`src/rtl/chop_ctrl.sv`:
```
module chop_ctrl #(
  parameter int CW = 16
) (
  input  logic          clk,
  input  logic          rst,
  input  logic          sense_hi,
  input  logic [1:0]    src_leg,
  input  logic [1:0]    snk_leg,
  input  logic [CW-1:0] off_cyc,
  input  logic [CW-1:0] dead_cyc,
  input  logic [CW-1:0] blank_cyc,
  input  logic [CW-1:0] min_on_cyc,
  output logic [2:0]    hs_en,
  output logic [2:0]    ls_en
);

  localparam logic [1:0] NONE = 2'd3;

  typedef enum logic [1:0] {S_ON, S_DT1, S_SYN, S_DT2} st_t;

  st_t           st;
  logic [CW-1:0] cnt;
  logic          pend;
  logic [1:0]    c_src, c_snk, n_src, n_snk;

  function automatic logic [2:0] oh(input logic [1:0] i);
    return 3'b001 << i;
  endfunction

  wire cur_ok = (c_src != NONE) && (c_snk != NONE) && (c_src != c_snk);
  wire nxt_ok = (n_src != NONE) && (n_snk != NONE) && (n_src != n_snk);

  wire [CW:0]   cnt1      = {1'b0, cnt} + (CW+1)'(1);
  wire [CW-1:0] cnt_inc   = (&cnt) ? cnt : cnt + CW'(1);
  wire          dead_done = cnt1 >= {1'b0, dead_cyc};
  wire          off_done  = cnt1 >= {1'b0, off_cyc};
  wire          min_met   = cnt1 >= {1'b0, min_on_cyc};
  wire          sense_ok  = sense_hi && (cnt >= blank_cyc);
  wire          trip      = (pend || sense_ok) && min_met;

  always_ff @(posedge clk) begin
    if (rst) begin
      st    <= S_DT2;
      cnt   <= '0;
      pend  <= 1'b0;
      c_src <= NONE;
      c_snk <= NONE;
      n_src <= NONE;
      n_snk <= NONE;
    end else begin
      case (st)
        S_DT2: begin
          if (!cur_ok) begin
            n_src <= src_leg;
            n_snk <= snk_leg;
          end
          if (dead_done) begin
            st    <= S_ON;
            cnt   <= '0;
            pend  <= 1'b0;
            c_src <= n_src;
            c_snk <= n_snk;
          end else cnt <= cnt_inc;
        end
        S_ON: begin
          if (!cur_ok) begin
            st  <= S_DT2;
            cnt <= '0;
          end else if (trip) begin
            st   <= S_DT1;
            cnt  <= '0;
            pend <= 1'b0;
          end else begin
            if (sense_ok) pend <= 1'b1;
            cnt <= cnt_inc;
          end
        end
        S_DT1: begin
          cnt <= cnt_inc;
          if (dead_done) st <= S_SYN;
        end
        default: begin
          if (off_done) begin
            st    <= S_DT2;
            cnt   <= '0;
            n_src <= src_leg;
            n_snk <= snk_leg;
          end else cnt <= cnt_inc;
        end
      endcase
    end
  end

  always_comb begin
    hs_en = 3'b000;
    ls_en = 3'b000;
    if (cur_ok) begin
      case (st)
        S_ON:    begin hs_en = oh(c_src); ls_en = oh(c_snk); end
        S_DT1:   hs_en = oh(c_src);
        S_SYN:   hs_en = oh(c_src) | oh(c_snk);
        default: if (nxt_ok && n_src == c_src) hs_en = oh(c_src);
      endcase
    end
  end

  logic [CW:0] lo_run;
  always_ff @(posedge clk) begin
    if (rst) lo_run <= '0;
    else if (|ls_en) lo_run <= (&lo_run) ? lo_run : lo_run + (CW+1)'(1);
    else lo_run <= '0;
  end

  assert_no_overlap_R8: assert property (@(posedge clk) disable iff (rst)
    (hs_en & ls_en) == 3'b000);

  assert_leg_count_R2: assert property (@(posedge clk) disable iff (rst)
    ($countones(ls_en) <= 1) && ($countones(hs_en) <= 2));

  assert_min_on_R7: assert property (@(posedge clk) disable iff (rst)
    $fell(|ls_en) |-> lo_run >= {1'b0, min_on_cyc});

  assert_blank_R6: assert property (@(posedge clk) disable iff (rst)
    $fell(|ls_en) |-> lo_run > {1'b0, blank_cyc});

  for (genvar g = 0; g < 3; g++) begin : g_leg
    assert_lo_gap_R5: assert property (@(posedge clk) disable iff (rst)
      $rose(ls_en[g]) |-> !$past(hs_en[g]));
    assert_hi_gap_R4: assert property (@(posedge clk) disable iff (rst)
      $rose(hs_en[g]) |-> !$past(ls_en[g]));
  end

endmodule

```
`config.mk`:
```
export PLATFORM = sky130hd
export DESIGN_NAME = chop_ctrl
export DESIGN_NICKNAME = d
export VERILOG_FILES = /design/src/rtl/chop_ctrl.sv
export SDC_FILE = /design/constraint.sdc
export NUM_CORES = 1
export LEC_CHECK = 0
export BUFFER_PORTS_ARGS = -buffer_cell sky130_fd_sc_hd__buf_2
export CAP_MARGIN = 5
export CORE_MARGIN = 3
export CORE_UTILIZATION = 50
export DETAILED_ROUTE_END_ITERATION = 7
export MAX_ROUTING_LAYER = met4
export PLACE_DENSITY_LB_ADDON = 0.05
export SKIP_CTS_REPAIR_TIMING = 1
export SYNTH_ARGS = -nofsm -noshare
export SYNTH_HDL_FRONTEND = slang
export SYNTH_SLANG_ARGS = --single-unit
```
`constraint.sdc`:
```
create_clock -name clk -period 3.3 [get_ports clk]
set_clock_uncertainty 0.2 [all_clocks]
set_input_delay 0.33 -clock clk [delete_from_list [all_inputs] [get_ports clk]]
set_output_delay 0.33 -clock clk [all_outputs]
set_load 0.01 [all_outputs]
```
==> reports/metrics.csv, run 1 <==
stage,metric,value,unit
yosys,synth_cells,409,
power,ir_worst_vdd,255,uV
finish,antenna_cells,0,
drt,dr.pass1.iters,4,
hold_path,hp-class,in -> reg,
finish,layout.nets,673,
placed_design,dp_hpwl,6510,um
global_routing,track_usage,0.221,
sta,period_share,1.03,
floorplanning,dieArea,0.00723,sq mm
worst_setup_path,cp-start-kind,register,
placed_design,gp_congestion,0.870,
global_routing,grt_pass1_vias,3045,
clock_tree,cts_tree,done,
worst_setup_path,worst_ep_required_time,3.31,ns
yosys,ys_warn_count,0,
clock_tree,h-tree-depth,1,
floorplanning,core_area,0.00599,sq mm
sta,min_period,3.40,ns
yosys,synth_top_area_cell,ha_1,
worst_setup_path,crit_path_frequent_cell,nand4_1,
floorplanning,ios,77,
power,power_leakage,2.42,nW
clock_tree,root_buffer,clkbuf_8,
yosys,synth_nets,550,
floorplanning,start_util,0.522,
yosys,async_flop_share,0,
power,powerDensity,316,mW/mm^2
worst_setup_path,cp_max_fo,7,
sta,tns,-1.32,ns
worst_setup_path,worst-endpoint-arrival,3.40,ns
sta,relSlewSlack,0.560,
yosys,synthDistinctLibCells,45,
finish,final_util,0.715,
finish,nFillCells,502,
global_routing,grt-busiest-layer,met2,
sta,setup_viol,26,
yosys,yosysMostFrequentCell,inv_1,
yosys,synth.cell_area,0.00312,sq mm
floorplanning,num_rows,28,
global_routing,use_met2,0.396,
worst_setup_path,crit_path_end_kind,register,
drt,route.detailed.drc,0,
floorplanning,die_x,85.0,um
sta,max_freq,0.295,GHz
finish,syn_to_final_growth,37.2,%
sta,slew_viol_final,0,
clock_tree,cts_buffer_depth,2,
yosys,yosys_register_bits,27,
global_routing,use_met3,0.0291,
sta,worst_slack,-0.0950,ns
global_routing,grt_pass1_wl,13000,um
yosys,syn_area_per_cell,7.64,sq um
placed_design,io_buffers,76,
clock_tree,cts_sinks,27,
sta,hold_viol,0,
yosys,ys_seq_area_frac,0.173,
sta,worstMarginPinSlew,0.653,ns
worst_setup_path,cp_num_buf_inv,1,
yosys,ys.flop_type,dfxtp_1,
global_routing,grt_max_degree,19,
status,outcome,finished with violations,
placed_design,dp.cells,594,
finish,finalNonFillerCells,606,
drt,drt_wl_total,7850,um
drt,dr.first_iter.drc_count,91,
yosys,synthTopCellsByCount,"inv_1, ha_1, a21oi_1",
finish,fin_area,0.00429,sq mm
finish,drive_above_1_share,0.337,
global_routing,antenna_found_initial,0,
sta,rsz0062_at_grt,true,
global_routing,grt_use_met1,0.258,
status,violations,negative setup slack,
global_routing,grt-ovfl-total,0,
worst_setup_path,path_delay_family,compound AO/OA/AOI/OAI gates,
clock_tree,cts_inserted_buffers,3,
worst_setup_path,critPathKind,reg -> reg,
clock_tree,clock_latency,0.28,ns
drt,via_per_inst,5.17,
clock_tree,cts.clk_slew.worst_paths,0.10,ns
worst_setup_path,cp_slowest_cell,dfxtp_4,
drt,num_vias,3134,
floorplanning,die_h,85.0,um
placed_design,placed_cell_area,0.00391,sq mm
drt,antenna_left,0,
worst_setup_path,crit_chain,ha_4 -> and4_4 -> nand4_1 -> nor3_2 -> xor2_2 -> ha_1 -> nand4_1 -> nor2_1 -> a211o_1 -> o31ai_4 -> nand4b_4 -> o22ai_4 -> o41ai_4 -> buf_4 -> a21oi_1,
yosys,yosysTopAreaCellShare,0.280,
yosys,synth.area.top_cells,"ha_1, dfxtp_1, inv_1, a21oi_1, nor2_1",
drt,wire_per_inst,12.9,um
job,cap_violations,0,
yosys,synth_edf_count,0,
worst_setup_path,max_stage_delay,0.37,ns
cells in the final DEF (no fill, tap or decap), types with 2 or more instances in the layout:
cell       Yosys  routed
o21a_1         3       3
nor2_2         0       5
nor3_1         9       7
ha_1          70      62
inv_2          0       4
nor2_1        29      23
and4_4         1       2
mux2i_1        3       3
a21o_1         9       9
a21oi_1       43      38
inv_1         87      83
xnor2_2        0       4
dfxtp_1       27      24
dfxtp_4        0       2
buf_4          0      45
nor3b_1        3       2
buf_2          2      76
o21ai_0        9       9
and3_1         4       3
xnor2_1        9       5
a211o_1       11      11
ha_4           0       8
xor2_1         7       4
xor2_2         0       3
clkbuf_8       0       3
nand3_1       17      16
nor2b_1        6       6
nand2b_1       3       3
a21oi_2        0       4
buf_6          1       3
nand4_1       13      13
a2111oi_0      2       2
nand2_1       14      13
a211oi_1       3       3
cells by family after synthesis:
family                   count (synthesis)  synth area share
XOR/XNOR                                16            0.0449
adder cells (fa/ha/maj)                 70             0.280
flip-flops                              27             0.173
multiplexers                             3           0.00961
AND/OR/NAND/NOR                        109             0.187
buffers and inverters                   93             0.115
AO/OA/AOI/OAI                           91             0.190
tightest hold or removal path, stage by stage:
cell and delay, ns:
buf_2 0.07, inv_1 0.03, nor2_1 0.07, a211o_1 0.09
registers in the layout (all words and copies together), names as in the netlist:
name	cells
c_snk	2
n_src	2
c_src	2
cnt	16
n_snk	2
pend	1
st	2
final cells by class:
type,instances,area (sq um),share of cell area
Timing Repair Buffer,124,752,0.175
Multi-Input combinational cell,289,2520,0.587
Sequential cell,27,549,0.128
Tap cell,75,93.8,0.0219
Clock buffer,3,41.3,0.00964
Clock inverter,1,6.26,0.00146
Inverter,87,327,0.0762
stage by stage:
stage	worst slack, ns	hold WS (ns)	total power [W]
3_3_place_gp	-0.132	0.308	0.00110
5_1_grt	-0.230	0.151	0.00147
4_1_cts	-0.252	0.153	0.00132
3_5_place_dp	-0.183	0.319	0.00112
6_report	-0.0950	0.136	0.00135
2_1_floorplan	0.0138	0.224	0.000890
power breakdown:
part | switching, W | total [W] | internal (W) | leakage, nW
registers | 0.0000507 | 0.000428 | 0.000377 | 0.221
logic | 0.000377 | 0.000726 | 0.000349 | 2.18
clock network | 0.000112 | 0.000199 | 0.0000867 | 0.0260
metal layers:
layer,share of wire,wire [um],vias to the layer above
met1,0.44,3470,1413
li1,-,-,1648
met5,0,0,-
met4,0.014,107,0
met3,0.035,275,11
met2,0.51,3990,62
path summary, 6_finish.rpt:
| kind | slack [ns] | end | cells past startpoint | startpoint |
|---|---|---|---|---|
| min reg2reg | 0.33 | pend | 2 | pend |
| max | -0.1 | cnt[8] | 15 | cnt[1] |
| min | 0.14 | n_src[0] | 4 | src_leg[0] |
| max reg2reg | -0.1 | cnt[8] | 15 | cnt[1] |
Note: power is estimated with default switching activity, not from simulation.
==> run 2: changes to the inputs <==
--- a/config.mk
+++ b/config.mk
@@ -10,7 +10,7 @@
 export CORE_MARGIN = 3
 export CORE_UTILIZATION = 50
 export DETAILED_ROUTE_END_ITERATION = 7
-export MAX_ROUTING_LAYER = met4
+export HOLD_SLACK_MARGIN = 0.03
 export PLACE_DENSITY_LB_ADDON = 0.05
 export SKIP_CTS_REPAIR_TIMING = 1
 export SYNTH_ARGS = -nofsm -noshare
==> run 2 against run 1 <==
Effect of this change:
- the run still ends with negative setup slack left
- power grew 0.13%
- die area did not move
- sequential share of layout area unchanged
- fmax rose by 0.57%
- wire length about the same
- register-to-register slack better by 0.02 ns
- core utilization unchanged
- flip-flop and latch count stayed put
- sequential power barely moved
- final cell count unchanged
- critical endpoint unchanged
- non-clock buffer count unchanged
- combinational power about the same
- largest power group unchanged
==> reports/metrics.csv, run 2 (same netlist as run 1, synthesis figures left out) <==
stage,metric,value,unit
worst_setup_path,cp_num_buf_inv,1,
finish,layout.nets,673,
clock_tree,clock_latency,0.29,ns
power,powerDensity,316,mW/mm^2
clock_tree,h-tree-depth,1,
drt,num_vias,3161,
clock_tree,cts_buffer_depth,2,
global_routing,use_met3,0.0301,
placed_design,gp_congestion,0.857,
floorplanning,ios,77,
power,ir_worst_vdd,258,uV
global_routing,grt_use_met1,0.257,
finish,regMostFlops,cnt,
floorplanning,core_area,0.00599,sq mm
drt,via_per_inst,5.22,
global_routing,grt-busiest-layer,met2,
global_routing,grt-ovfl-total,0,
finish,drive_above_1_share,0.337,
drt,drt_wl_total,7850,um
drt,dr.pass1.iters,4,
status,outcome,finished with violations,
worst_setup_path,max_stage_delay,0.37,ns
clock_tree,cts_sinks,27,
worst_setup_path,startpoint,cnt[1],
worst_setup_path,cp-start-kind,register,
sta,rsz0062_at_grt,true,
placed_design,pre_cts_slack,-0.183,ns
sta,setup_viol,26,
drt,dr.first_iter.drc_count,108,
placed_design,dp.cells,594,
finish,antenna_cells,0,
floorplanning,start_util,0.522,
placed_design,dp_hpwl,6510,um
job,cap_violations,0,
global_routing,use_met2,0.396,
status,violations,negative setup slack,
sta,max_freq,0.296,GHz
finish,syn_to_final_growth,37.2,%
worst_setup_path,crit_path_end_kind,register,
finish,final_util,0.715,
worst_setup_path,worstReg2RegStart,cnt[1],
worst_setup_path,worst_ep_required_time,3.31,ns
finish,layout_common_cells,"inv_1, buf_2, ha_1",
worst_setup_path,crit_chain,ha_4 -> and4_4 -> nand4_1 -> nor3_2 -> xor2_2 -> ha_1 -> nand4_1 -> nor2_1 -> a211o_1 -> o31ai_4 -> nand4b_4 -> o22ai_4 -> o41ai_4 -> buf_4 -> a21oi_1,
worst_setup_path,worst-endpoint-arrival,3.38,ns
global_routing,grt_max_degree,19,
worst_setup_path,cp_slowest_cell,dfxtp_4,
global_routing,antenna_found_initial,0,
placed_design,io_buffers,76,
global_routing,grt_pass1_wl,13000,um
sta,worst_slack,-0.0757,ns
sta,relSlewSlack,0.560,
clock_tree,cts_tree,done,
clock_tree,root_buffer,clkbuf_8,
finish,layout_commonest_cell,inv_1,
floorplanning,die_x,85.0,um
global_routing,grt_pass1_vias,3044,
sta,slew_viol_final,0,
hold_path,hp-class,in -> reg,
worst_setup_path,crit_path_frequent_cell,nand4_1,
worst_setup_path,path_delay_family,compound AO/OA/AOI/OAI gates,
power,power_leakage,2.42,nW
sta,min_period,3.38,ns
global_routing,track_usage,0.215,
sta,period_share,1.02,
sta,worstMarginPinSlew,0.654,ns
drt,antenna_left,0,
worst_setup_path,cp_max_fo,7,
sta,tns,-0.947,ns
finish,finalNonFillerCells,606,
drt,route.detailed.drc,0,
floorplanning,dieArea,0.00723,sq mm
clock_tree,cts_inserted_buffers,3,
clock_tree,cts.clk_slew.worst_paths,0.10,ns
finish,largest_reg_flops,16,
drt,wire_per_inst,13.0,um
floorplanning,die_h,85.0,um
worst_setup_path,critPathKind,reg -> reg,
floorplanning,num_rows,28,
hold_path,min_from,src_leg[0],
sta,hold_viol,0,
==> run 2: cell counts in the layout (fill, tap and decap cells not counted) <==
Identical to the previous run, type by type.
==> run 2: layout make-up <==
type	count	area, sq um
Timing Repair Buffer	124	752
Inverter	87	327
Sequential cell	27	549
Fill cell	502	1710
Clock buffer	3	41.3
Clock inverter	1	6.26
Tap cell	75	93.8
Multi-Input combinational cell	289	2520
==> run 2: where the power goes <==
| group | switching, W | leakage (nW) | total [W] | internal, W |
|---|---|---|---|---|
| Combinational | 0.000377 | 2.18 | 0.000726 | 0.000349 |
| Sequential | 0.0000515 | 0.221 | 0.000428 | 0.000377 |
| Clock | 0.000113 | 0.0260 | 0.000200 | 0.0000867 |
==> run 2: worst reg2reg max path, cell delays in order (launching register included) <==
cell      delay, ns
dfxtp_4        0.37
ha_4           0.13
and4_4         0.23
nand4_1        0.17
nor3_2         0.24
xor2_2         0.23
ha_1           0.28
nand4_1        0.10
nor2_1         0.06
a211o_1        0.25
o31ai_4        0.30
nand4b_4       0.15
o22ai_4        0.21
o41ai_4        0.09
buf_4          0.18
a21oi_1        0.12
==> run 2: path summary, 6_finish.rpt <==
kind / end / slack (ns) / cells after the start
worst max-delay path: cnt[8] / -0.08 / 15
worst min-delay path: n_src[0] / 0.13 / 4
worst max register to register: cnt[8] / -0.08 / 15
worst min register to register: pend / 0.33 / 2
==> run 2: metal layers <==
layer / vias to the layer above / part of all wire
met5: - / 0
met4: 0 / 0.014
met3: 11 / 0.039
met2: 72 / 0.51
met1: 1429 / 0.44
li1: 1649 / -
==> run 2: metrics by stage <==
step	instance area (sq um)	total power [W]	hold slack, ns
floorplan	3170	0.000890	0.224
global placement	3910	0.00110	0.308
detailed placement	3910	0.00112	0.319
CTS	3960	0.00132	0.153
global route	4290	0.00147	0.151
finish	4290	0.00135	0.135
==> run 3: changes to the inputs <==
--- a/config.mk
+++ b/config.mk
@@ -5,10 +5,12 @@
 export SDC_FILE = /design/constraint.sdc
 export NUM_CORES = 1
 export LEC_CHECK = 0
+export ABC_AREA = 1
 export BUFFER_PORTS_ARGS = -buffer_cell sky130_fd_sc_hd__buf_2
 export CAP_MARGIN = 5
 export CORE_MARGIN = 3
-export CORE_UTILIZATION = 50
+export CORE_UTILIZATION = 51
+export CTS_CLUSTER_SIZE = 10
 export DETAILED_ROUTE_END_ITERATION = 7
 export HOLD_SLACK_MARGIN = 0.03
 export PLACE_DENSITY_LB_ADDON = 0.05
==> run 3 against run 2 <==
Effect of this change:
- the flow now finishes without violations
- register-to-register slack better by 0.29 ns
- non-clock buffer count down 32
- sequential share of layout area down 0.20 points
- first-iteration DRC count up 51%
- via count up 15%
- core utilization down 5.7 points
- global-route usage up 0.87 points
- highest routed layer unchanged
==> reports/metrics.csv, run 3 <==
stage,metric,value,unit
worst_setup_path,worst-endpoint-arrival,3.05,ns
worst_setup_path,cp_max_fo,5,
global_routing,grt-ovfl-total,0,
clock_tree,h-tree-depth,1,
yosys,synth_top_area_cell,ha_1,
sta,max_freq,0.324,GHz
floorplanning,die_x,89.4,um
floorplanning,start_util,0.543,
worst_setup_path,cp_slowest_cell,dfxtp_2,
finish,layout.nets,786,
finish,layout_common_cells,"inv_1, nand2_1, buf_2",
drt,antenna_left,0,
finish,multi_input_area,0.00256,sq mm
clock_tree,root_buffer,clkbuf_8,
placed_design,gp_congestion,0.926,
yosys,async_flop_share,0,
yosys,ys_seq_area_frac,0.152,
global_routing,grt_pass1_vias,3375,
clock_tree,clock_latency,0.27,ns
yosys,yosysTopAreaCellShare,0.247,
sta,hold_viol,0,
global_routing,track_usage,0.223,
yosys,yosysMostFrequentCell,inv_1,
clock_tree,cts_buffer_depth,2,
worst_setup_path,crit_chain,ha_1 -> nand3_2 -> nor2_4 -> nand2_1 -> nor2_2 -> xor2_1 -> buf_4 -> ha_1 -> nand2_1 -> nor3_2 -> nand3_1 -> nand3_1 -> nand2_1 -> nand3_1 -> nand2_1 -> nand3_4 -> nand4_2 -> nand2_1 -> inv_1,
job,cap_violations,0,
sta,relSlewSlack,0.526,
power,power_leakage,2.76,nW
yosys,ys_warn_count,0,
yosys,synth_edf_count,0,
status,outcome,completed,
clock_tree,cts_inserted_buffers,3,
floorplanning,die_h,89.4,um
worst_setup_path,cp-start-kind,register,
drt,dr.pass1.iters,4,
floorplanning,ios,77,
sta,slew_viol_final,0,
global_routing,grt_max_degree,25,
finish,nFillCells,624,
placed_design,io_buffers,76,
worst_setup_path,worst_ep_required_time,3.27,ns
drt,num_vias,3646,
worst_setup_path,critPathKind,reg -> reg,
floorplanning,core_area,0.00653,sq mm
power,p_total,0.00124,W
yosys,synth_cells,552,
power,ir_worst_vdd,270,uV
drt,via_per_inst,5.06,
clock_tree,cts.clk_slew.worst_paths,0.09,ns
clock_tree,cts_tree,done,
finish,regArea,543,sq um
global_routing,antenna_found_initial,0,
finish,regMostFlops,cnt,
finish,drive_above_1_share,0.227,
finish,layout_commonest_cell,inv_1,
drt,route.detailed.drc,0,
worst_setup_path,max_stage_delay,0.35,ns
worst_setup_path,crit_cells,19,
finish,final_util,0.659,
yosys,yosys_register_bits,27,
drt,drt_wl_total,8810,um
sta,setup_viol,0,
finish,antenna_cells,0,
finish,largest_reg_flops,16,
yosys,synthDistinctLibCells,34,
placed_design,dp_hpwl,7480,um
finish,syn_to_final_growth,21.4,%
sta,worstMarginPinSlew,0.710,ns
floorplanning,dieArea,0.00799,sq mm
drt,wire_per_inst,12.2,um
clock_tree,cts_sinks,27,
worst_setup_path,cp_num_buf_inv,2,
yosys,synth.area.top_cells,"ha_1, dfxtp_1, inv_1, nand2_1, a21oi_1",
yosys,synth.cell_area,0.00354,sq mm
power,powerDensity,288,mW/mm^2
worst_setup_path,path_delay_family,simple AND/OR/NAND/NOR gates,
yosys,synthTopCellsByCount,"inv_1, nand2_1, ha_1",
worst_setup_path,crit_path_end_kind,register,
worst_setup_path,crit_path_frequent_cell,nand2_1,
hold_path,hp-class,in -> reg,
global_routing,grt_pass1_wl,14300,um
drt,dr.first_iter.drc_count,163,
sta,min_period,3.09,ns
yosys,synth_nets,693,
floorplanning,num_rows,29,
sta,period_share,0.935,
hold_path,hold_depth,3,
yosys,syn_area_per_cell,6.42,sq um
yosys,ys.flop_type,dfxtp_1,
worst_setup_path,rr_worst_depth,19,
==> run 3: cell types whose count changed in the layout (fill, tap and decap cells not counted), moves of 13 or more <==
cell,before,now
nor2_1,23,36
buf_4,45,15
nand2_1,13,106
inv_1,83,135
==> run 3: worst paths after layout <==
kind                            startpoint        to  slack (ns)
worst max-delay path                cnt[0]    cnt[6]        0.21
worst min-delay path            snk_leg[0]  n_snk[0]        0.09
worst max register to register      cnt[0]    cnt[6]        0.21
worst min register to register    n_snk[0]  n_snk[0]        0.30
==> run 3: area by class of cell <==
cell class | count | share of cell area
sequential | 27 | 0.126
multi-input combinational | 377 | 0.596
timing repair buffer | 92 | 0.119
inverter | 144 | 0.126
tap | 77 | 0.0224
clock buffer | 4 | 0.0105
==> run 3: stage by stage <==
step / hold WS [ns] / TNS, ns / area, sq um / instances / setup slack, ns
2_1_floorplan: 0.252 / 0 / 3540 / 552 / 0.271
5_1_grt: 0.110 / -0.430 / 4300 / 721 / -0.0442
3_5_place_dp: 0.291 / -0.230 / 4110 / 714 / -0.0409
6_report: 0.0911 / 0 / 4300 / 721 / 0.214
4_1_cts: 0.0917 / -0.375 / 4160 / 718 / -0.0586
3_3_place_gp: 0.266 / 0 / 4110 / 714 / 0.0366
==> run 3: cell families (layout without fill, tap and decap cells) <==
logic type | count (synthesis) | count (layout) | synth area share
compound gates | 70 | 70 | 0.116
xor+xnor | 14 | 14 | 0.0346
fa+ha+maj | 70 | 70 | 0.247
buf+inv | 149 | 240 | 0.161
flops | 27 | 27 | 0.152
simple gates | 222 | 223 | 0.289
==> run 3: where the power goes <==
part | internal (W) | total (W) | switching (W) | leakage (nW)
logic | 0.000257 | 0.000648 | 0.000391 | 2.51
clock network | 0.0000864 | 0.000181 | 0.0000945 | 0.0228
registers | 0.000369 | 0.000411 | 0.0000417 | 0.220
==> run 3: metal layers <==
layer	part of all wire	up-vias	GRT usage	wire, um
met5	0	-	0	0
met4	0.0067	0	0.0419	59
met1	0.48	1605	0.303	4220
met3	0.047	7	0.0212	410
met2	0.47	90	0.386	4120
li1	-	1944	-	-
==> run 3: worst reg2reg max path, stage by stage, from the launching register on <==
cell and delay, ns:
dfxtp_2 0.35, ha_1 0.20, nand3_2 0.15, nor2_4 0.15, nand2_1 0.11, nor2_2 0.11
xor2_1 0.08, buf_4 0.16, ha_1 0.29, nand2_1 0.08, nor3_2 0.20, nand3_1 0.10
nand3_1 0.09, nand2_1 0.05, nand3_1 0.10, nand2_1 0.12, nand3_4 0.11, nand4_2 0.18
nand2_1 0.11, inv_1 0.04
